**src/rtl/flash_cmd_pkg.sv**
```systemverilog
package flash_cmd_pkg;

    typedef enum logic [2:0] {
        ST_IDLE,
        ST_PROG,
        ST_ERASE,
        ST_LOCK,
        ST_BCOUNT,
        ST_BDATA,
        ST_BCONF
    } fstate_t;

    typedef enum logic [1:0] {
        RM_ARRAY  = 2'd0,
        RM_STATUS = 2'd1,
        RM_IDENT  = 2'd2,
        RM_QUERY  = 2'd3
    } rmode_t;

    localparam logic [7:0] C_ARRAY   = 8'hFF;
    localparam logic [7:0] C_RSTAT   = 8'h70;
    localparam logic [7:0] C_CLR     = 8'h50;
    localparam logic [7:0] C_IDENT   = 8'h90;
    localparam logic [7:0] C_QUERY   = 8'h98;
    localparam logic [7:0] C_PROG_A  = 8'h10;
    localparam logic [7:0] C_PROG_B  = 8'h40;
    localparam logic [7:0] C_ERASE_A = 8'h20;
    localparam logic [7:0] C_ERASE_B = 8'h28;
    localparam logic [7:0] C_CONFIRM = 8'hD0;
    localparam logic [7:0] C_LOCK    = 8'h60;
    localparam logic [7:0] C_LOCKSET = 8'h01;
    localparam logic [7:0] C_BUFFER  = 8'hE8;

    localparam logic [7:0] S_READY   = 8'h80;
    localparam logic [7:0] S_ERR_ERS = 8'h20;
    localparam logic [7:0] S_ERR_PRG = 8'h10;

endpackage

```
**src/rtl/flash_cmd_fsm.sv**
```systemverilog
module flash_cmd_fsm
    import flash_cmd_pkg::*;
#(
    parameter int DEV_W = 8
) (
    input  logic             clk,
    input  logic             rst,
    input  logic             wr_en,
    input  logic [7:0]       cmd,
    input  logic [DEV_W-1:0] cnt_in,
    input  logic             array_ro,
    output fstate_t          state,
    output logic [7:0]       status,
    output rmode_t           rd_mode,
    output logic             mem_we,
    output logic             mem_erase
);

    fstate_t          nxt_state;
    rmode_t           mode_q, nxt_mode;
    logic [7:0]       nxt_status;
    logic [DEV_W-1:0] cnt_q, nxt_cnt;

    always_ff @(posedge clk) begin
        if (rst) begin
            state  <= ST_IDLE;
            mode_q <= RM_ARRAY;
            status <= S_READY;
            cnt_q  <= '0;
        end else begin
            state  <= nxt_state;
            mode_q <= nxt_mode;
            status <= nxt_status;
            cnt_q  <= nxt_cnt;
        end
    end

    always_comb begin
        nxt_state  = state;
        nxt_mode   = mode_q;
        nxt_status = status;
        nxt_cnt    = cnt_q;
        mem_we     = 1'b0;
        mem_erase  = 1'b0;
        if (wr_en) begin
            unique case (state)
                ST_IDLE: begin
                    unique case (cmd)
                        C_PROG_A, C_PROG_B: begin
                            nxt_state = ST_PROG;
                            nxt_mode  = RM_STATUS;
                        end
                        C_ERASE_A, C_ERASE_B: begin
                            nxt_state = ST_ERASE;
                            nxt_mode  = RM_STATUS;
                        end
                        C_LOCK: begin
                            nxt_state = ST_LOCK;
                            nxt_mode  = RM_STATUS;
                        end
                        C_BUFFER: begin
                            nxt_state  = ST_BCOUNT;
                            nxt_mode   = RM_STATUS;
                            nxt_status = status | S_READY;
                        end
                        C_CLR: begin
                            nxt_status = 8'h00;
                            nxt_mode   = RM_STATUS;
                        end
                        C_RSTAT: nxt_mode = RM_STATUS;
                        C_IDENT: nxt_mode = RM_IDENT;
                        C_QUERY: nxt_mode = RM_QUERY;
                        default: nxt_mode = RM_ARRAY;
                    endcase
                end
                ST_PROG: begin
                    if (array_ro) nxt_status = status | S_ERR_PRG | S_READY;
                    else begin
                        mem_we     = 1'b1;
                        nxt_status = status | S_READY;
                    end
                    nxt_state = ST_IDLE;
                    nxt_mode  = RM_STATUS;
                end
                ST_ERASE: begin
                    nxt_state = ST_IDLE;
                    if (cmd == C_CONFIRM) begin
                        if (array_ro) nxt_status = status | S_ERR_ERS | S_READY;
                        else begin
                            mem_erase  = 1'b1;
                            nxt_status = status | S_READY;
                        end
                        nxt_mode = RM_STATUS;
                    end else nxt_mode = RM_ARRAY;
                end
                ST_LOCK: begin
                    nxt_state = ST_IDLE;
                    if (cmd == C_LOCKSET || cmd == C_CONFIRM) begin
                        nxt_status = status | S_READY;
                        nxt_mode   = RM_STATUS;
                    end else nxt_mode = RM_ARRAY;
                end
                ST_BCOUNT: begin
                    nxt_cnt   = cnt_in;
                    nxt_state = ST_BDATA;
                end
                ST_BDATA: begin
                    if (array_ro) nxt_status = status | S_ERR_PRG;
                    else mem_we = 1'b1;
                    if (cnt_q == '0) nxt_state = ST_BCONF;
                    else nxt_cnt = cnt_q - 1'b1;
                end
                ST_BCONF: begin
                    nxt_state = ST_IDLE;
                    if (cmd == C_CONFIRM) begin
                        nxt_status = status | S_READY;
                        nxt_mode   = RM_STATUS;
                    end else nxt_mode = RM_ARRAY;
                end
                default: begin
                    nxt_state = ST_IDLE;
                    nxt_mode  = RM_ARRAY;
                end
            endcase
        end
    end

    assign rd_mode = (state == ST_IDLE) ? mode_q : RM_STATUS;

endmodule

```
**src/rtl/flash_cmd_array.sv**
```systemverilog
module flash_cmd_array #(
    parameter int ADDR_W       = 6,
    parameter int DATA_W       = 16,
    parameter int SECTOR_WORDS = 8
) (
    input  logic              clk,
    input  logic              rst,
    input  logic              we,
    input  logic              erase,
    input  logic [ADDR_W-1:0] addr,
    input  logic [DATA_W-1:0] wdata,
    output logic [DATA_W-1:0] rword
);

    localparam int DEPTH    = 1 << ADDR_W;
    localparam int SEC_BITS = $clog2(SECTOR_WORDS);

    logic [DATA_W-1:0] mem [DEPTH];

    always_ff @(posedge clk) begin
        for (int i = 0; i < DEPTH; i++) begin
            if (rst) mem[i] <= '1;
            else if (we && addr == ADDR_W'(i)) mem[i] <= wdata;
            else if (erase && addr[ADDR_W-1:SEC_BITS] == (ADDR_W - SEC_BITS)'(i >> SEC_BITS))
                mem[i] <= '1;
        end
    end

    assign rword = mem[addr];

endmodule

```
**src/rtl/flash_cmd_rdmux.sv**
```systemverilog
module flash_cmd_rdmux
    import flash_cmd_pkg::*;
#(
    parameter int DATA_W = 16,
    parameter int DEV_W  = 8
) (
    input  logic              clk,
    input  logic              rst,
    input  logic              rd_en,
    input  rmode_t            rd_mode,
    input  logic [DATA_W-1:0] rword,
    input  logic [7:0]        status,
    output logic [DATA_W-1:0] rdata
);

    localparam int LANES = DATA_W / DEV_W;

    logic [DATA_W-1:0] stat_rep;

    for (genvar l = 0; l < LANES; l++) begin : g_lane
        assign stat_rep[l*DEV_W +: DEV_W] = DEV_W'(status);
    end

    always_ff @(posedge clk) begin
        if (rst) rdata <= '0;
        else if (rd_en) begin
            unique case (rd_mode)
                RM_ARRAY:  rdata <= rword;
                RM_STATUS: rdata <= stat_rep;
                default:   rdata <= '0;
            endcase
        end
    end

endmodule

```
**src/rtl/flash_cmd_ctrl.sv**
```systemverilog
module flash_cmd_ctrl
    import flash_cmd_pkg::*;
#(
    parameter int ADDR_W       = 6,
    parameter int DATA_W       = 16,
    parameter int DEV_W        = 8,
    parameter int SECTOR_WORDS = 8
) (
    input  logic              clk,
    input  logic              rst,
    input  logic              wr_en,
    input  logic              rd_en,
    input  logic [ADDR_W-1:0] addr,
    input  logic [DATA_W-1:0] wdata,
    input  logic              array_ro,
    output logic [DATA_W-1:0] rdata,
    output logic [1:0]        rd_mode
);

    fstate_t           fsm_state;
    rmode_t            mode_w;
    logic [7:0]        status_q;
    logic              mem_we, mem_erase;
    logic [DATA_W-1:0] rword;

    flash_cmd_fsm #(.DEV_W(DEV_W)) u_fsm (
        .clk(clk), .rst(rst), .wr_en(wr_en), .cmd(wdata[7:0]),
        .cnt_in(wdata[DEV_W-1:0]), .array_ro(array_ro),
        .state(fsm_state), .status(status_q), .rd_mode(mode_w),
        .mem_we(mem_we), .mem_erase(mem_erase)
    );

    flash_cmd_array #(.ADDR_W(ADDR_W), .DATA_W(DATA_W), .SECTOR_WORDS(SECTOR_WORDS)) u_array (
        .clk(clk), .rst(rst), .we(mem_we), .erase(mem_erase),
        .addr(addr), .wdata(wdata), .rword(rword)
    );

    flash_cmd_rdmux #(.DATA_W(DATA_W), .DEV_W(DEV_W)) u_rdmux (
        .clk(clk), .rst(rst), .rd_en(rd_en), .rd_mode(mode_w),
        .rword(rword), .status(status_q), .rdata(rdata)
    );

    assign rd_mode = mode_w;

endmodule

```
**config.mk**
```make
export PLATFORM = sky130hd
export DESIGN_NAME = flash_cmd_ctrl
export DESIGN_NICKNAME = d
export VERILOG_FILES = /design/src/rtl/flash_cmd_pkg.sv /design/src/rtl/flash_cmd_fsm.sv /design/src/rtl/flash_cmd_array.sv /design/src/rtl/flash_cmd_rdmux.sv /design/src/rtl/flash_cmd_ctrl.sv
export SDC_FILE = /design/constraint.sdc
export NUM_CORES = 2
export LEC_CHECK = 0
export BUFFER_PORTS_ARGS = -buffer_cell sky130_fd_sc_hd__buf_2
export CORE_MARGIN = 2
export CORE_UTILIZATION = 42
export CTS_CLUSTER_SIZE = 25
export DETAILED_ROUTE_END_ITERATION = 7
export MAX_ROUTING_LAYER = met4
export PLACE_DENSITY = 0.59
export SKIP_LAST_GASP = 1
export SLEW_MARGIN = 20
export SYNTH_ARGS = -nofsm -noshare
export SYNTH_HDL_FRONTEND = slang
export SYNTH_SLANG_ARGS = --single-unit
```
**constraint.sdc**
```tcl
create_clock -name clk -period 7 [get_ports clk]
set_clock_uncertainty 0.1 [all_clocks]
set_input_delay 1.4 -clock clk [delete_from_list [all_inputs] [get_ports clk]]
set_output_delay 1.4 -clock clk [all_outputs]
set_load 0.005 [all_outputs]
```
# Word level (Yosys, flattened, before mapping)
# Memories as Yosys holds them, arrays and structs flattened.
# Index checks and enable logic that the tools add are counted.
op_classes:
  n_lt_le_gt_ge: 0
  muxes: 547
  n_shift: 0
  eq_ne: 101
  add_sub_neg: 1
  n_mul: 0
  div_mod_pow: 0
  n_reduce_logical: 95
  bitwise: 135
op_table:
  columns: ["cell", "count"]
  rows:
  - ["$mux W16", 128]
  - ["$mux W1", 402]
  - ["$eq A6 B6 Y1 const B", 32]
  - ["$or A1 B1 Y1", 128]
  - ["$eq A6 B5 Y1 const B", 16]
  - ["$logic_and A1 B1 Y1", 72]
  - ["$eq A6 B4 Y1 const B", 8]
  - ["$pmux W8 S6", 1]
  - ["$eq A8 B7 Y1 const B", 4]
  - ["$eq A8 B8 Y1 const B", 4]
  - ["$mux W8", 4]
  - ["$pmux W16 S2", 1]
  - ["$pmux W8 S2", 2]
  - ["$eq A6 B3 Y1 const B", 4]
  - ["$eq A3 B3 Y1 const B", 7]
  - ["$reduce_and A9 Y1", 2]
  - ["$eq A8 B6 Y1 const B", 2]
  - ["$eq A3 B2 Y1 const B", 4]
  - ["$eq A6 B2 Y1 const B", 2]
  - ["$ne A2 B2 Y1 const B", 6]
  - ["$pmux W3 S4", 1]
  - ["$mux W5", 2]
  - ["$pmux W2 S5", 1]
  - ["$reduce_and A10 Y1", 1]
  - ["28 further kinds", 45]
word_totals:
  input_bits: 27
  romBits: 0
  n_memories: 1
  out_inout_bits: 18
  word_cells: 888
  latchBits: 0
  ram_bits: 1024
  reg_bits: 37
mem_list:
  columns: ["memory", "words", "width", "rd", "rd_clocked_by_memory_dff", "write_ports", "line_no", "rtl"]
  rows:
  - ["u_array.mem", 64, 16, 1, 0, 64, "flash_cmd_array.sv:18", "logic [DATA_W-1:0] mem [DEPTH];"]

# Logic depth before layout (Yosys ltp)
logic_depth:
  depth_word: 10
  depth_mapped: 10
  depth_no_buf: 7

# Cells and area by module
# Synthesis repeated with hierarchy kept, for this count alone.
unflattened:
  hier_cells: 3323
  hier_area_um2: 48671.7
modules_own_cells:
  columns: ["mod", "seq_area_each_um2", "n_inst", "cells_each", "area_per_inst_um2"]
  rows:
  - ["flash_cmd_array", 30749.5, 1, 3063, 46628.5]
  - ["flash_cmd_fsm", 320.3, 1, 180, 1287.5]
  - ["flash_cmd_rdmux", 320.3, 1, 80, 755.7]

# Worst setup path after synthesis
# Ideal clock, no wire load.
synth_path:
  path_kind: "input to register"
  from: "in addr[1]"
  to: "mem u_array.mem[63][0] (enable)"
  required_time_ps: 6489
  cell_stages: 6
  arrival_ps: 3726
  setup_ps: 411
  slack_ps: 2763
  path_buffers: 4
  path_cell_list: "buf_2 > buf_2 > buf_1 > nand3_1 > clkbuf_1 > o21ai_0"
synth_lines:
  columns: ["element", "line_no", "rtl"]
  rows:
  - ["start: declaration", "flash_cmd_ctrl.sv:13", "input logic [ADDR_W-1:0] addr,"]
  - ["end: declaration", "flash_cmd_array.sv:18", null]

==> impl_metrics.tcl <==
set metrics [dict create \
    yosys_most_used_dff "edfxtp_1" \
    cp_common_cell "buf_4" \
    arrival_ps 4800 \
    async_flop_share_pct 0 \
    cts_root_buffer "clkbuf_16" \
    port_buffers 44 \
    worstSetupEndpointType "register" \
    grt_pass1_wl_um 209000 \
    reg2regPathDepth 6 \
    grt_pass1_vias 29400 \
    cp-start-kind "primary input" \
    track_usage_pct 24.3 \
    firstDrtPassIters 5 \
    synth_seq_cells 1056 \
    fin_crit_ps 4600 \
    synth-edff-count 1024 \
    ctsLongestPathBuffers 3 \
    die_area_um2 120000 \
    gp_congestion 0.856 \
    fin_crit_sh_pct 65.7 \
    wl_met3_um 10100 \
    avgViaCountPerCell 6.15 \
    antenna_found_initial 6 \
    cts_sinks 1056 \
    area_delta_synth_final_pct 10.2 \
    synth_top_family_by_area "simple AND/OR/NAND/NOR gates" \
    slew_viol_final 0 \
    outcome "finished clean" \
    place_area_um2 50400 \
    hold_buffers 0 \
    synth_simple_gate_area_share_pct 15.7 \
    fp.dieW_um 346 \
    crit_required_ps 7200 \
    r2r-end "u_array.mem[34][4]$_SDFFCE_PP1P_" \
    wl_met1_um 60700 \
    highest_layer "met4" \
    cts_inserted_buffers 112 \
    tightest_slew_ps 1170 \
    powerDensity_nw_per_um2 251 \
    hpwl_um 81700 \
    start_util_pct 42.3 \
    fmax_mhz 218 \
    synth_seq_area_share_pct 64.0 \
    core_um2 116000 \
    vias 30500 \
    crit_type "primary input to register" \
    drive_above_1_share_pct 15.6 \
    slew_headroom_pct 21.3 \
    vdd_ir_drop_max_mv 0.230 \
    synth_cells 3552 \
    clk-insertion-delay-late_ps 700 \
    ctsResizeCount 0 \
    cts_tree "yes" \
    synth.mux.area_fraction_pct 11.8 \
    min_from "u_fsm.status[5]$_SDFFE_PP0P_" \
    wl_met2_um 68500 \
    die_h_um 346 \
    io_pins 45 \
    p_leak_uw 0.0134 \
    ys_warn_count 0 \
    holdWs_ps 365 \
    worstReg2RegStart "u_fsm.state[0]$_SDFFE_PP0P_" \
    synth_nets 3581 \
    crit_slowest_cell "o21ai_2" \
    synth.avg_cell_area_um2 13.8 \
    h-tree-depth 3 \
    rows 125 \
    max_stage_delay_ps 1060 \
    hold_violations 0 \
    antenna_left 0 \
    synth_xor_xnor_area_share_pct 0 \
    crit_chain "buf_4 -> buf_4 -> and2_1 -> nand2_2 -> o21ai_2" \
    whs_path_depth 1 \
    hp-class "register to register" \
    synthAdderAreaFrac_pct 0.0510 \
    wirelength_um 144000 \
    cts_setup_buffers 0 \
    syn_area_um2 49100 \
    grt_overflow 0 \
    wl_per_cell_um 29.1 \
    drc 0 \
    synth-compound-area-share_pct 4.56 \
    drt_iter0_drc 3897 \
    synth.distinct_cells 62 \
    hold_end "u_fsm.status[5]$_SDFFE_PP0P_" \
    grt_setup_unrepaired "false" \
    design_area_um2 54100 \
    clk_pin_slew_worst_paths_ps 60 \
    reg2reg_slack_ps 3010 \
    grt_start_max_net_pins 234 \
    critical_path.max_fanout 36 \
    max_cap_violations 0 \
    setup_tns_ps 0 \
    setup_violations 0 \
    nNetsFinal 3364 \
]
logic make-up after synthesis:
logic type	count (synthesis)
AO/OA/AOI/OAI	357
flip-flops	1056
AND/OR/NAND/NOR	1253
buffers and inverters	478
multiplexers	406
adder cells (fa/ha/maj)	2
placed cells by master (no fill, tap or decap), types with 11 or more instances in the layout:
cell type,instances
mux2i_1,257
a31oi_1,12
mux2_2,11
buf_2,38
nand3_1,28
o21ai_0,30
mux4_2,138
clkinv_1,18
edfxtp_1,1024
clkbuf_16,114
clkinv_2,26
buf_4,93
a221oi_1,12
nor2b_1,13
nand2b_1,12
nand2_1,39
dfxtp_1,32
or3_1,1029
nor2_1,31
bufinv_16,11
o21ai_1,17
clkbuf_1,27
a211oi_1,11
a22oi_1,65
or4_1,14
nand2_2,11
o22ai_1,75
a21oi_1,55
o21ai_2,43
power by group:
group	internal, µW	switching [µW]	total, µW	leakage (µW)
registers	6920	25.1	6940	0.00718
clock network	3390	2500	5890	0.00176
logic	160	588	748	0.00445
area by class of cell:
type                    instances  area (µm²)
inverters                       8        30.0
multi-input cells            2018       16100
well taps                    1524        1910
flip-flops and latches       1056       31400
repair buffers                139        1050
clock buffers                 141        2950
diodes                          5        12.5
clock inverters                63         634
fillers                     10000       62000
worst max-delay path, delay by kind of cell:
kind	cells	cell delay [ps]
compound gates	1	1060
buf+inv	2	710
simple gates	2	1550
flip-flops by register name (all words and copies together) (netlist names):
signal         cells
u_array.mem     1024
u_fsm.cnt_q        8
u_fsm.mode_q       2
u_fsm.state        3
u_fsm.status       3
u_rdmux.rdata     16
worst max-delay path by stage:
stage	from	endpoint	slack (ps)
after floorplan	addr[1]	u_array.mem[63][0]$_SDFFCE_PP1P_	2760
after global placement	addr[2]	u_array.mem[22][0]$_SDFFCE_PP1P_	1730
after detailed placement	addr[3]	u_array.mem[28][0]$_SDFFCE_PP1P_	1730
after CTS	addr[3]	u_array.mem[28][12]$_SDFFCE_PP1P_	2470
after global routing	addr[3]	u_array.mem[12][13]$_SDFFCE_PP1P_	2310
final	addr[3]	u_array.mem[12][13]$_SDFFCE_PP1P_	2400
synthesized netlist by cell type, types with 10 or more instances:
library cell  instances  area (µm²)
or3_1              1029        6440
edfxtp_1           1024       30700
clkbuf_1            383        1440
mux2i_1             257        2570
mux4_2              138        3110
o21ai_0              94         470
o22ai_1              75         469
a22oi_1              65         488
a21oi_1              56         280
buf_2                56         280
nand2_1              51         191
nor2_1               33         124
dfxtp_1              32         641
nand3_1              32         160
nor2b_1              16         100
buf_1                14        52.6
buf_4                14         105
or4_1                14         105
a31oi_1              13        81.3
a221oi_1             12         105
nand2b_1             12        75.1
a211oi_1             11        82.6
mux2_2               11         124
nor4_1               10        62.6
through the flow:
step | total power, µW | setup slack, ps | util [%] | cells
2_1_floorplan | 7480 | 2760 | - | 3552
3_3_place_gp | 7820 | 1730 | 43.4 | 4743
3_5_place_dp | 7820 | 1730 | 43.4 | 4744
4_1_cts | 13600 | 2470 | 46.5 | 4948
5_1_grt | 13900 | 2310 | 46.6 | 4952
6_report | 13600 | 2400 | 46.6 | 4954
metal layers:
metal,GRT usage (%),vias up
met2,37.8,1211
met5,-,-
met4,7.69,0
met3,3.58,225
li1,-,13400
met1,33.2,15600
Note: power is estimated with default switching activity, not from simulation.
